<file path="src/rtl/ring_trig_capture.sv">
module ring_trig_capture #(
  parameter int DATA_W = 8,
  parameter int ADDR_W = 7,
  parameter int CNT_W  = 16,
  parameter int TMR_W  = 16
) (
  input  logic              clk,
  input  logic              rst_n,
  input  logic              smp_valid,
  input  logic [DATA_W-1:0] smp_data,
  input  logic              trig_in,
  input  logic [CNT_W-1:0]  cfg_pre,
  input  logic [CNT_W-1:0]  cfg_post,
  input  logic              cfg_auto,
  input  logic [TMR_W-1:0]  cfg_timeout,
  input  logic              rearm,
  input  logic              rd_req,
  output logic              rd_valid,
  output logic [DATA_W-1:0] rd_data,
  output logic              done
);
  localparam int DEPTH = 1 << ADDR_W;

  logic [DATA_W-1:0] mem [DEPTH];
  logic [ADDR_W-1:0] wptr, rd_cnt, rd_ix;
  logic [CNT_W-1:0]  pre_cnt, post_cnt, pre_nx;
  logic [TMR_W-1:0]  to_cnt;
  logic              running, accepted;
  logic              wr, fire, auto_hit, rd_go;

  assign wr       = running && smp_valid && !rearm;
  assign pre_nx   = (wr && pre_cnt != '0) ? pre_cnt - 1'b1 : pre_cnt;
  assign auto_hit = cfg_auto && (to_cnt >= cfg_timeout);
  assign fire     = running && !accepted && !rearm && (pre_nx == '0) && (trig_in || auto_hit);
  assign rd_go    = rd_req && done && !rearm;
  assign rd_ix    = wptr + rd_cnt;

  always_ff @(posedge clk or negedge rst_n) begin
    if (!rst_n) begin
      running  <= 1'b0;
      accepted <= 1'b0;
      done     <= 1'b0;
      rd_valid <= 1'b0;
      wptr     <= '0;
      rd_cnt   <= '0;
      pre_cnt  <= '0;
      post_cnt <= '0;
      to_cnt   <= '0;
    end else begin
      rd_valid <= rd_go;
      if (rearm) begin
        running  <= 1'b1;
        accepted <= 1'b0;
        done     <= 1'b0;
        rd_cnt   <= '0;
        pre_cnt  <= cfg_pre;
        post_cnt <= cfg_post;
        to_cnt   <= '0;
      end else begin
        if (wr) wptr <= wptr + 1'b1;
        pre_cnt <= pre_nx;
        if (trig_in)
          to_cnt <= '0;
        else if (running && !accepted && to_cnt != '1)
          to_cnt <= to_cnt + 1'b1;
        if (fire) begin
          accepted <= 1'b1;
          if (post_cnt == '0) begin
            running <= 1'b0;
            done    <= 1'b1;
          end
        end else if (accepted && wr) begin
          post_cnt <= post_cnt - 1'b1;
          if (post_cnt == CNT_W'(1)) begin
            running <= 1'b0;
            done    <= 1'b1;
          end
        end
        if (rd_go) begin
          rd_cnt <= rd_cnt + 1'b1;
          if (rd_cnt == {ADDR_W{1'b1}}) done <= 1'b0;
        end
      end
    end
  end

  always_ff @(posedge clk) begin
    if (wr) mem[wptr] <= smp_data;
    if (rd_go) rd_data <= mem[rd_ix];
  end
endmodule

</file>
<file path="config.mk">
export PLATFORM = sky130hd
export DESIGN_NAME = ring_trig_capture
export DESIGN_NICKNAME = d
export VERILOG_FILES = /design/src/rtl/ring_trig_capture.sv
export SDC_FILE = /design/constraint.sdc
export NUM_CORES = 1
export LEC_CHECK = 0
export ABC_AREA = 1
export BUFFER_PORTS_ARGS = -buffer_cell sky130_fd_sc_hd__buf_2
export CELL_PAD_IN_SITES_DETAIL_PLACEMENT = 1
export CELL_PAD_IN_SITES_GLOBAL_PLACEMENT = 1
export CORE_ASPECT_RATIO = 0.8
export CORE_UTILIZATION = 55
export DETAILED_ROUTE_END_ITERATION = 10
export GPL_ROUTABILITY_DRIVEN = 0
export PLACE_DENSITY_LB_ADDON = 0.1
export SLEW_MARGIN = 20
export SYNTH_ARGS = -nofsm -noshare
export SYNTH_HDL_FRONTEND = slang
export SYNTH_SLANG_ARGS = --single-unit
export TNS_END_PERCENT = 1
</file>
<file path="constraint.sdc">
create_clock -name clk -period 5.14 [get_ports clk]
set_clock_uncertainty 0.2 [all_clocks]
set_input_delay 0.257 -clock clk [delete_from_list [all_inputs] [get_ports clk]]
set_output_delay 0.257 -clock clk [all_outputs]
set_load 0.005 [all_outputs]
</file>
==> key figures <==
STA
  • Final setup violation count: 0
  • Final Max Tran Viols: 0
  • Fmax: 232.5 MHz
  • Setup TNS: 0 ns
  • Hold Fails Final Rpt: 0
  • Period minus WS final: approximately 4.3 ns
  • Worst slew pin tran: approximately 1.2 ns
  • RSZ-0062 raised after global routing: no
  • Worst slew margin: between 10% and 20%
  • Ratio of final minimum period to clock period: a little over four fifths
  • Worst Slack Setup Final: between 0.8 and 0.9 ns

Clock network
  • CTS HTree Levels: 3
  • Clock Tree Buf Depth: 3
  • TritonCTS clock tree: built
  • Root buffer cell: clkbuf_16
  • Clk slew on worst S/H paths: 0.07 ns
  • Post-CTS setup buffer count: 0
  • CTS Sinks: between 1000 and 1500
  • Worst-skew pair later-pin latency: between 0.6 and 0.7 ns
  • Num CTS Buffers: 105
  • CTS resizes: 0

Synth
  • Top_reg_cell synth: edfxtp_1
  • Synth warn: 0
  • Synth Instances: between 3000 and 4000
  • Number of synthesized flops with an enable pin: between 1000 and 1500
  • Post-Syn Area per Cell: about 12 sq um
  • Synth cell types: 47
  • Seq/Total Area, Yosys: a little over two thirds
  • Asr flop ratio synth: ~6.0%
  • Netlist Area Pre-Place: ~0.046 sq mm
  • Net Count, Synth: 4061
  • Number of synthesized register bits: between 1000 and 1500

Drt
  • Detailed-route via count: 32940
  • # DRC: 0
  • Drt via density: 6.306
  • Total routed wirelength: between 100000 and 150000 um
  • DR pass1 iterations: 5
  • DR iter-0 viols: 4129
  • Drt wl/cell: approximately 27 um
  • DRT antenna net count: 0

Critical path
  • FF-to-FF path depth: 11
  • Crit path cell chain: ha_4 -> inv_8 -> buf_4 -> o21ai_0 -> o211ai_1 -> nand3_1 -> a21oi_1 -> o21ai_0 -> nand2_1 -> nand2_1 -> nand2_1
  • CP peak stage delay: around 0.71 ns
  • Critical Path RT: 5.36 ns
  • CP Max Fanout: 180
  • CP endpoint kind: flop
  • CP Buf/Inv Count: 2
  • R2R setup slack: 0.84 ns
  • Levels on crit path: 11
  • Worst path most repeated cell: nand2_1
  • Slowest CP cell: o21ai_0
  • Setup CP Type: flop to flop
  • Critical Path AT: between 4 and 5 ns
  • Startpoint Class: flop
  • Top delay family on crit path: compound AO/OA/AOI/OAI gates

Flow run
  • Max Cap Viol: 0

GRT
  • Grt total ovfl: 0
  • Number of global-route vias before repair: about 34000
  • GR Util met3: roughly 5.4%
  • Global Route Usage Sum: about a third
  • Largest net degree at the start of global routing: about 180
  • Initial antenna violation count: 5
  • GRT Max-Usage Layer: met2
  • First-pass GRT wire length: 212500 um
  • Met2 global-route usage: between 50% and 60%
  • Met1 GRT Util: 48.00%

Power and ir drop
  • PwrDens: 520.2 mW/mm^2
  • Leakage power: between 15 and 20 nW
  • Overall Power: 0.02696 W
  • Peak supply drop: ~0.59 mV

Finish
  • Final core utilization: 62.59%
  • Share of cells above drive strength 1: under 10%
  • Final nets: approximately 4100
  • Synthesis-to-layout area growth: 11.87%
  • Number of fill cells: 8310

Die
  • Die ar.: roughly 0.085 sq mm
  • Die Ht: ~260 um
  • Row count: 94
  • Initial Utilization: 55.95%
  • Io pins: 73
  • Chip Width: between 300 and 400 um
  • Area of the core: just over 0.08 sq mm

Run status
  • Status: completed

Placement
  • Input/output buffers: between 70 and 80
  • Dpl ws: roughly 1 ns
  • Hpwl dp: around 82000 um

Worst hold path
  • Worst Hold Class: input pin to flop
  • Hold depth: 6
[metal layers]
| layer | share of wire, % | vias to the layer above |
|---|---|---|
| met2 | 47 | 1463 |
| met4 | 2.7 | 2 |
| met5 | 0.0078 | - |
| met3 | 8.2 | 261 |
| li1 | - | 14350 |
| met1 | 43 | 16860 |
[cells in the final DEF, fill, tap and decap left out, types with 28 or more instances in the layout]
| master | n |
|---|---|
| edfxtp_1 | 1032 |
| dlygate4sd3_1 | 72 |
| clkbuf_16 | 108 |
| o21ai_0 | 567 |
| nand2_1 | 270 |
| a21oi_1 | 84 |
| o211ai_1 | 258 |
| inv_1 | 116 |
| buf_4 | 48 |
| dfrtp_1 | 66 |
| buf_2 | 64 |
| nor2_1 | 1005 |
| nand3_1 | 149 |
| ha_1 | 28 |
[tightest hold or removal path, cell delays in order]
cell	delay [ns]
buf_2	0.08
nand2_1	0.05
nand2_1	0.24
nand4_1	0.16
nand2_1	0.08
nor2_1	0.04
[where the power goes]
part	total [W]	internal [W]	switching, W
registers	0.0101	0.00994	0.000128
logic	0.00895	0.00238	0.00657
clock network	0.00794	0.00452	0.00342
[synthesized netlist by cell type, drive strengths merged (2+ instances only)]
library cell  instances  share of area [%]
nor3b                 2              0.043
o31ai                 8               0.13
and3                  8               0.11
inv                 122               0.99
o21bai                2              0.032
xor2                 11               0.22
nor2               1015                8.3
a31oi                19               0.26
nand2               277                2.3
o211ai              258                4.2
o21ai               584                6.3
a21oi                85               0.93
buf                 128                1.5
nor3                 23               0.25
nand4                 8               0.11
ha                   29               0.78
clkbuf              114               0.92
nand3               150                1.6
o21a                  6              0.097
nand3b                3              0.049
dfrtp                66                3.6
edfxtp             1032                 67
xnor2                 9               0.17
[path summary, 6_finish.rpt]
check | endpoint | start
worst max-delay path | rd_data[4] | wptr[0]
worst min-delay path | done | cfg_auto
worst max register to register | rd_data[4] | wptr[0]
worst min register to register | to_cnt[14] | to_cnt[14]
max in group asynchronous | to_cnt[5] | rst_n
min in group asynchronous | post_cnt[1] | rst_n
[state kept, by name, indices dropped and copies added, names as in the netlist]
name / flops
pre_cnt: 16
accepted: 1
to_cnt: 16
rd_valid: 1
done: 1
running: 1
wptr: 7
mem: 1024
rd_cnt: 7
post_cnt: 16
rd_data: 8
[kinds of logic (layout without fill, tap and decap cells)]
kind of cell / count (synthesis) / count (layout) / synth area share (%)
XOR/XNOR: 20 / 20 / 0.3943
flip-flops: 1098 / 1098 / 70.46
other: 0 / 1 / 0
adder cells (fa/ha/maj): 30 / 30 / 0.8265
multiplexers: 1 / 1 / 0.02161
AO/OA/AOI/OAI: 967 / 967 / 12.02
buffers and inverters: 365 / 515 / 3.455
AND/OR/NAND/NOR: 1487 / 1487 / 12.82
[metrics by stage]
step / hold slack [ns] / cells / cell area (sq um)
floorplan: -0.2386 / 3968 / 46320
global placement: -0.001483 / 4955 / 47600
detailed placement: 0.02147 / 4956 / 47630
CTS: 0.007064 / 5222 / 51820
global route: 0.08185 / 5223 / 51820
finish: 0.05491 / 5223 / 51820
[cell type report]
cell class,count,area [sq um],area share (%)
repair buffers,198,1673,3.228
diodes,1,2.502,0.004829
well taps,1104,1381,2.666
multi-input cells,2505,12180,23.51
clock inverters,64,659.4,1.272
clock buffers,130,2805,5.413
flip-flops and latches,1098,32640,62.99
inverters,123,474.2,0.9151
[timing repair]
action / in CTS / in global routing
endpoints found under the hold margin: 256 / 0
endpoints found under the setup margin: 0 / 0
hold buffers: 72 / 0
No activity file was read; power rests on OpenSTA's default activity.
